### src/rtl/twb_pkg.sv
package twb_pkg;

    typedef enum logic [3:0] {
        ST_IDLE,
        ST_ADDR,
        ST_ADDR_ACK,
        ST_WR_BYTE,
        ST_WR_ACK,
        ST_RD_LOAD,
        ST_RD_BYTE,
        ST_RD_ACK,
        ST_IGNORE
    } twb_state_t;

    localparam int unsigned BYTE_W = 8;

endpackage

### src/rtl/twb_line_sampler.sv
module twb_line_sampler #(
    parameter int unsigned SYNC_STAGES = 2
) (
    input  logic clk,
    input  logic rst_n,
    input  logic scl_i,
    input  logic sda_i,
    output logic scl_s,
    output logic sda_s,
    output logic scl_rise,
    output logic scl_fall,
    output logic start_det,
    output logic stop_det
);

    logic [SYNC_STAGES-1:0] scl_sync;
    logic [SYNC_STAGES-1:0] sda_sync;
    logic                   scl_d;
    logic                   sda_d;

    always_ff @(posedge clk or negedge rst_n) begin
        if (!rst_n) begin
            scl_sync <= '1;
            sda_sync <= '1;
            scl_d    <= 1'b1;
            sda_d    <= 1'b1;
        end else begin
            scl_sync <= {scl_sync[SYNC_STAGES-2:0], scl_i};
            sda_sync <= {sda_sync[SYNC_STAGES-2:0], sda_i};
            scl_d    <= scl_sync[SYNC_STAGES-1];
            sda_d    <= sda_sync[SYNC_STAGES-1];
        end
    end

    assign scl_s     = scl_sync[SYNC_STAGES-1];
    assign sda_s     = sda_sync[SYNC_STAGES-1];
    assign scl_rise  = scl_s & ~scl_d;
    assign scl_fall  = ~scl_s & scl_d;
    assign start_det = scl_s & scl_d & sda_d & ~sda_s;
    assign stop_det  = scl_s & scl_d & ~sda_d & sda_s;

endmodule

### src/rtl/twb_reg_pointer.sv
module twb_reg_pointer #(
    parameter int unsigned NUM_REGS = 8,
    localparam int unsigned PTR_W   = (NUM_REGS > 1) ? $clog2(NUM_REGS) : 1
) (
    input  logic             clk,
    input  logic             rst_n,
    input  logic             load,
    input  logic [PTR_W-1:0] load_val,
    input  logic             inc,
    output logic [PTR_W-1:0] ptr
);

    localparam logic [PTR_W-1:0] LAST = PTR_W'(NUM_REGS - 1);

    always_ff @(posedge clk or negedge rst_n) begin
        if (!rst_n) begin
            ptr <= '0;
        end else if (load) begin
            ptr <= load_val;
        end else if (inc) begin
            ptr <= (ptr == LAST) ? '0 : ptr + 1'b1;
        end
    end

    // the pointer wraps from the last register to zero
    a_r9_ptr_wrap: assert property (@(posedge clk) disable iff (!rst_n)
        (inc && !load && ptr == LAST) |=> (ptr == '0));

endmodule

### src/rtl/twb_reg_slave.sv
module twb_reg_slave #(
    parameter logic [6:0]  DEV_ADDR    = 7'h2A,
    parameter int unsigned NUM_REGS    = 8,
    parameter int unsigned STRETCH_CYC = 16,
    parameter int unsigned SYNC_STAGES = 2,
    localparam int unsigned PTR_W      = (NUM_REGS > 1) ? $clog2(NUM_REGS) : 1
) (
    input  logic             clk,
    input  logic             rst_n,
    input  logic             scl_i,
    input  logic             sda_i,
    output logic             scl_oe,
    output logic             sda_oe,
    output logic [PTR_W-1:0] reg_addr,
    output logic [7:0]       reg_wdata,
    output logic             reg_we,
    input  logic [7:0]       reg_rdata
);
    import twb_pkg::*;

    localparam int unsigned CNT_W = (STRETCH_CYC > 0) ? $clog2(STRETCH_CYC + 1) : 1;
    localparam logic [CNT_W-1:0] CNT_END = CNT_W'(STRETCH_CYC);
    localparam logic [PTR_W-1:0] LAST    = PTR_W'(NUM_REGS - 1);

    twb_state_t        state, nxt;
    logic [BYTE_W-1:0] shreg;
    logic [3:0]        bitcnt;
    logic              rw_q;
    logic              first_q;
    logic              mst_ack_q;
    logic [CNT_W-1:0]  stretch_cnt;

    logic scl_s, sda_s, scl_rise, scl_fall, start_det, stop_det;
    logic addr_hit, wr_done, ptr_load, ptr_inc, stretch_done;
    logic [PTR_W-1:0] ptr;

    twb_line_sampler #(.SYNC_STAGES(SYNC_STAGES)) u_sampler (
        .clk       (clk),
        .rst_n     (rst_n),
        .scl_i     (scl_i),
        .sda_i     (sda_i),
        .scl_s     (scl_s),
        .sda_s     (sda_s),
        .scl_rise  (scl_rise),
        .scl_fall  (scl_fall),
        .start_det (start_det),
        .stop_det  (stop_det)
    );

    twb_reg_pointer #(.NUM_REGS(NUM_REGS)) u_ptr (
        .clk      (clk),
        .rst_n    (rst_n),
        .load     (ptr_load),
        .load_val (shreg[PTR_W-1:0]),
        .inc      (ptr_inc),
        .ptr      (ptr)
    );

    assign addr_hit     = (shreg[7:1] == DEV_ADDR);
    assign wr_done      = (state == ST_WR_BYTE) && scl_fall && (bitcnt == 4'd8)
                          && !start_det && !stop_det;
    assign ptr_load     = wr_done && first_q;
    assign reg_we       = wr_done && !first_q;
    assign ptr_inc      = reg_we || ((state == ST_RD_ACK) && scl_rise && !sda_s);
    assign stretch_done = (state == ST_RD_LOAD) && (stretch_cnt >= CNT_END);
    assign reg_addr     = ptr;
    assign reg_wdata    = shreg;

    // next-state logic
    always_comb begin
        nxt = state;
        unique case (state)
            ST_IDLE:     nxt = ST_IDLE;
            ST_ADDR:     if (scl_fall && bitcnt == 4'd8) nxt = addr_hit ? ST_ADDR_ACK : ST_IGNORE;
            ST_ADDR_ACK: if (scl_fall) nxt = rw_q ? ST_RD_LOAD : ST_WR_BYTE;
            ST_WR_BYTE:  if (scl_fall && bitcnt == 4'd8) nxt = ST_WR_ACK;
            ST_WR_ACK:   if (scl_fall) nxt = ST_WR_BYTE;
            ST_RD_LOAD:  if (stretch_done) nxt = ST_RD_BYTE;
            ST_RD_BYTE:  if (scl_fall && bitcnt == 4'd7) nxt = ST_RD_ACK;
            ST_RD_ACK:   if (scl_fall) nxt = mst_ack_q ? ST_RD_LOAD : ST_IGNORE;
            ST_IGNORE:   nxt = ST_IGNORE;
            default:     nxt = ST_IDLE;
        endcase
        if (start_det)     nxt = ST_ADDR;
        else if (stop_det) nxt = ST_IDLE;
    end

    // state register
    always_ff @(posedge clk or negedge rst_n) begin
        if (!rst_n) state <= ST_IDLE;
        else        state <= nxt;
    end

    // datapath
    always_ff @(posedge clk or negedge rst_n) begin
        if (!rst_n) begin
            shreg       <= '0;
            bitcnt      <= '0;
            rw_q        <= 1'b0;
            first_q     <= 1'b0;
            mst_ack_q   <= 1'b0;
            stretch_cnt <= '0;
        end else begin
            if (nxt != state) begin
                bitcnt <= '0;
            end else if ((state == ST_ADDR || state == ST_WR_BYTE) && scl_rise) begin
                bitcnt <= bitcnt + 4'd1;
            end else if (state == ST_RD_BYTE && scl_fall) begin
                bitcnt <= bitcnt + 4'd1;
            end

            if ((state == ST_ADDR || state == ST_WR_BYTE) && scl_rise && bitcnt < 4'd8) begin
                shreg <= {shreg[6:0], sda_s};
            end else if (stretch_done) begin
                shreg <= reg_rdata;
            end else if (state == ST_RD_BYTE && scl_fall) begin
                shreg <= {shreg[6:0], 1'b0};
            end

            if (state == ST_ADDR && scl_fall && bitcnt == 4'd8) rw_q <= shreg[0];

            if (state == ST_ADDR_ACK && nxt == ST_WR_BYTE) first_q <= 1'b1;
            else if (ptr_load)                             first_q <= 1'b0;

            if (state == ST_RD_ACK && scl_rise) mst_ack_q <= ~sda_s;

            if (state == ST_RD_LOAD && !stretch_done) stretch_cnt <= stretch_cnt + 1'b1;
            else                                      stretch_cnt <= '0;
        end
    end

    // outputs
    always_ff @(posedge clk or negedge rst_n) begin
        if (!rst_n) begin
            sda_oe <= 1'b0;
            scl_oe <= 1'b0;
        end else begin
            sda_oe <= (state == ST_ADDR_ACK) || (state == ST_WR_ACK)
                      || ((state == ST_RD_BYTE) && !shreg[7]);
            scl_oe <= (state == ST_RD_LOAD);
        end
    end

    // the data line is only pulled low while the clock line is low
    a_r2_drive_in_low_phase: assert property (@(posedge clk) disable iff (!rst_n)
        $rose(sda_oe) |-> !scl_s);

    // silence while ignoring the bus
    a_r3_silent_when_ignoring: assert property (@(posedge clk) disable iff (!rst_n)
        (state == ST_IGNORE && $past(state) == ST_IGNORE) |-> !sda_oe);

    // the pointer byte never reaches the register bank
    a_r4_no_write_on_ptr_byte: assert property (@(posedge clk) disable iff (!rst_n)
        ptr_load |-> !reg_we);

    // each register write advances the pointer by one
    a_r5_ptr_advance_on_write: assert property (@(posedge clk) disable iff (!rst_n)
        reg_we |=> (reg_addr == (($past(reg_addr) == LAST) ? '0 : $past(reg_addr) + 1'b1)));

    // stretching only starts with the clock line already low
    a_r10_stretch_in_low_phase: assert property (@(posedge clk) disable iff (!rst_n)
        $rose(scl_oe) |-> !scl_s);

    // no stretching during write transfers
    a_r10_no_stretch_on_write: assert property (@(posedge clk) disable iff (!rst_n)
        (state == ST_WR_BYTE || state == ST_WR_ACK) && $past(state) != ST_RD_LOAD |-> !scl_oe);

endmodule

### config.mk
export PLATFORM = sky130hd
export DESIGN_NAME = twb_reg_slave
export DESIGN_NICKNAME = d
export VERILOG_FILES = /design/src/rtl/twb_pkg.sv /design/src/rtl/twb_line_sampler.sv /design/src/rtl/twb_reg_pointer.sv /design/src/rtl/twb_reg_slave.sv
export SDC_FILE = /design/constraint.sdc
export NUM_CORES = 1
export LEC_CHECK = 0
export CORE_MARGIN = 2
export CORE_UTILIZATION = 58
export DETAILED_ROUTE_END_ITERATION = 8
export HOLD_SLACK_MARGIN = 0.15
export PLACE_DENSITY = 0.84
export SYNTH_ARGS = -nofsm -noshare
export SYNTH_HDL_FRONTEND = slang
export SYNTH_HIERARCHICAL = 1
export SYNTH_SLANG_ARGS = --single-unit
### constraint.sdc
create_clock -name clk -period 4.3 [get_ports clk]
set_input_delay 1.075 -clock clk [delete_from_list [all_inputs] [get_ports clk]]
set_output_delay 1.075 -clock clk [all_outputs]
set_load 0.005 [all_outputs]
==> metrics.txt <==
status completed; Post-synth EDFFs 0; cts hold-fix bufs 0; #FFs+latches synth 35; DRT antenna net count 0; IO Pins 26; hpwl dp 3020 um; first-pass GRT wire length 6670 um; fin. max-slew vios 0; Period minus WS final 3590 ps; worst setup path start u_sampler/scl_d$_DFF_PN1_; Cell Rows 20; Core Area 3100 um2; R2R setup slack 1580 ps; commonest non-fill, non-tap cell in the layout dfrtp_1; Clock Skew 13.4 ps; max incr delay on CP 560 ps; Layout Nets 231; cells along the critical path nor2b_1, nand4b_4, nor2_1, nand2_1, nor2_1, clkdlybuf4s50_1; Critical Path RT 3220 ps; Reg-to-Reg End bitcnt[1]$_DFFE_PN0P_; Num Clock Sinks 35; Ys Warns 6; Tcrit/Tclk final 83.5%; largest net degree at the start of global routing 36; Overall Global Routing Usage 24.0%; die area 3820 um2; fmax 0.279 GHz; dominant synthesized flop cell dfrtp_1; Hold Crit Class reg -> reg; Crit Path Category reg -> out; Die W 61.8 um; crit path DAT 2510 ps; TritonCTS Buffers 5; slowest CP cell dfstp_2; Rel. slew slack 38.2%; Overflow after GRT 0; Avg Inst Size Synth 10.4 um2; Fin Setup TNS 0 ps; TritonCTS clock tree yes; post-CTS sizing 0; Worst setup SP type register; Setup-failing EPs final 0; Root Driver clkbuf_4; sequential fraction of the synthesis area 45.6%; worst setup path end reg_we; R2R cell count 6; RD Place Congestion 0.851; asr flop ratio synth 100%; Critical Path End Type output port; Synth Cell Area 1940 um2; Crit path top cell by count nor2_1; initial antenna violation count 0; most frequent cells in the layout dfrtp_1, clkdlybuf4s50_1, nand2_1; Worst-path clk slew 100 ps; Clk Latency, worst-skew pair 330 ps; final worst-path setup slack 710 ps; diode count 0; Area Overhead vs Synth 16.1%; Distinct cells, synth 57; power density over the cells 295 nW/um2; drt drc 0; pre-CTS setup slack 1090 ps; Synth Instances 187; end-of-flow core utilization 72.5%; DR vias 1529; routed wire length 3930 um; layout cell share with drive strength beyond 1 14.0%; # Post-CTS Setup Buffers 0; reg2reg start u_sampler/scl_d$_DFF_PN1_; drt wl/cell 15.2 um; syn_nets 204; Fin. Hold Viols 0; I/O Buffers 25; initial DRC count 103; Max Cap Viol 0; WHS Path Cells 0; initial core utilization 62.4%; Max FO, Critical Path 8; DR pass1 iterations 6; Longest Clk Path Bufs 2; maximum level of the CTS H-tree 2; vias in the first global route 1403; maximum vdd drop 0.287 mV; Worst Tran Pin Value 927 ps; RSZ-0062 raised after global routing false; static leakage 0.00101 uW; Die Ht 61.8 um; Avg Vias per Cell 5.90
## report_power, final
group / switching (uW) / internal [uW]
logic: 41.2 / 68.0
clock network: 103 / 63.7
registers: 30.2 / 357
total: 174 / 488
## through the flow
stage | hold WS [ps] | total power, uW | std cells | area, um2
global placement | 346 | 499 | 251 | 2200
floorplan | 345 | 430 | 187 | 1940
global route | 360 | 700 | 259 | 2250
CTS | 358 | 671 | 259 | 2250
finish | 356 | 663 | 259 | 2250
detailed placement | 347 | 503 | 251 | 2200
## cells in the mapped netlist, drive strengths merged (3+ instances only)
library cell  number  share of area, %
mux2i              9               4.7
dfstp              6               8.1
xnor2              3               1.4
dfrtp             29                37
nand3b             3               1.2
nor3b              5               2.2
inv                6               1.2
nor2              13               2.5
o21ai             10               2.6
nand3              5               1.3
ha                 5               3.2
or2b               4               1.8
nand2             19               3.7
nor2b              5               1.7
or2                3              0.97
nor3              10               2.6
and4b              3               1.6
buf                4               1.7
a21oi              5               1.5
## worst min-delay path by stage
stage	from	endpoint	slack (ps)
3_5_place_dp	u_sampler/sda_sync[0]$_DFF_PN1_	u_sampler/sda_sync[1]$_DFF_PN1_	350
3_3_place_gp	u_sampler/sda_sync[0]$_DFF_PN1_	u_sampler/sda_sync[1]$_DFF_PN1_	350
5_1_grt	u_sampler/scl_sync[0]$_DFF_PN1_	u_sampler/scl_sync[1]$_DFF_PN1_	360
2_1_floorplan	u_sampler/scl_sync[0]$_DFF_PN1_	u_sampler/scl_sync[1]$_DFF_PN1_	350
6_report	u_sampler/scl_sync[0]$_DFF_PN1_	u_sampler/scl_sync[1]$_DFF_PN1_	360
4_1_cts	u_sampler/scl_sync[0]$_DFF_PN1_	u_sampler/scl_sync[1]$_DFF_PN1_	360
## metal layers
metal	part of all wire [%]	GRT usage, %
met1	45	34.1
met2	48	38.2
met3	6.6	4.97
met4	0.94	5.47
met5	0	0
## registers in the layout, indices dropped and copies added, names as in the netlist
register            count
bitcnt                  4
reg_wdata               8
u_sampler/scl_sync      2
u_sampler/sda_sync      2
mst_ack_q               1
u_sampler/sda_d         1
rw_q                    1
sda_oe                  1
stretch_cnt             5
scl_oe                  1
first_q                 1
u_ptr/ptr               3
state                   4
u_sampler/scl_d         1
## cell type report
| cell class | instances | area (um2) |
|---|---|---|
| Clock buffer | 7 | 45.0 |
| Clock inverter | 1 | 5.00 |
| Fill cell | 244 | 853 |
| Inverter | 6 | 22.5 |
| Multi-Input combinational cell | 140 | 981 |
| Sequential cell | 35 | 883 |
| Tap cell | 44 | 55.1 |
| Timing Repair Buffer | 26 | 258 |
## cell families (layout without fill, tap and decap cells)
logic type      count (synthesis)  after routing  synth area share (%)
fa+ha+maj                       5              5                  3.23
simple gates                   84             84                  26.2
xor+xnor                        5              5                  2.26
flops                          35             35                  45.6
buf+inv                        12             40                  3.75
mux                            10             10                  5.23
compound gates                 36             36                  13.7
## worst max-delay path, delay by kind of cell (launching register included)
family	cells	cell delay [ps]
buffers and inverters	1	510
flip-flops	1	560
AND/OR/NAND/NOR	5	1120
(Power assumes the default switching activity.)
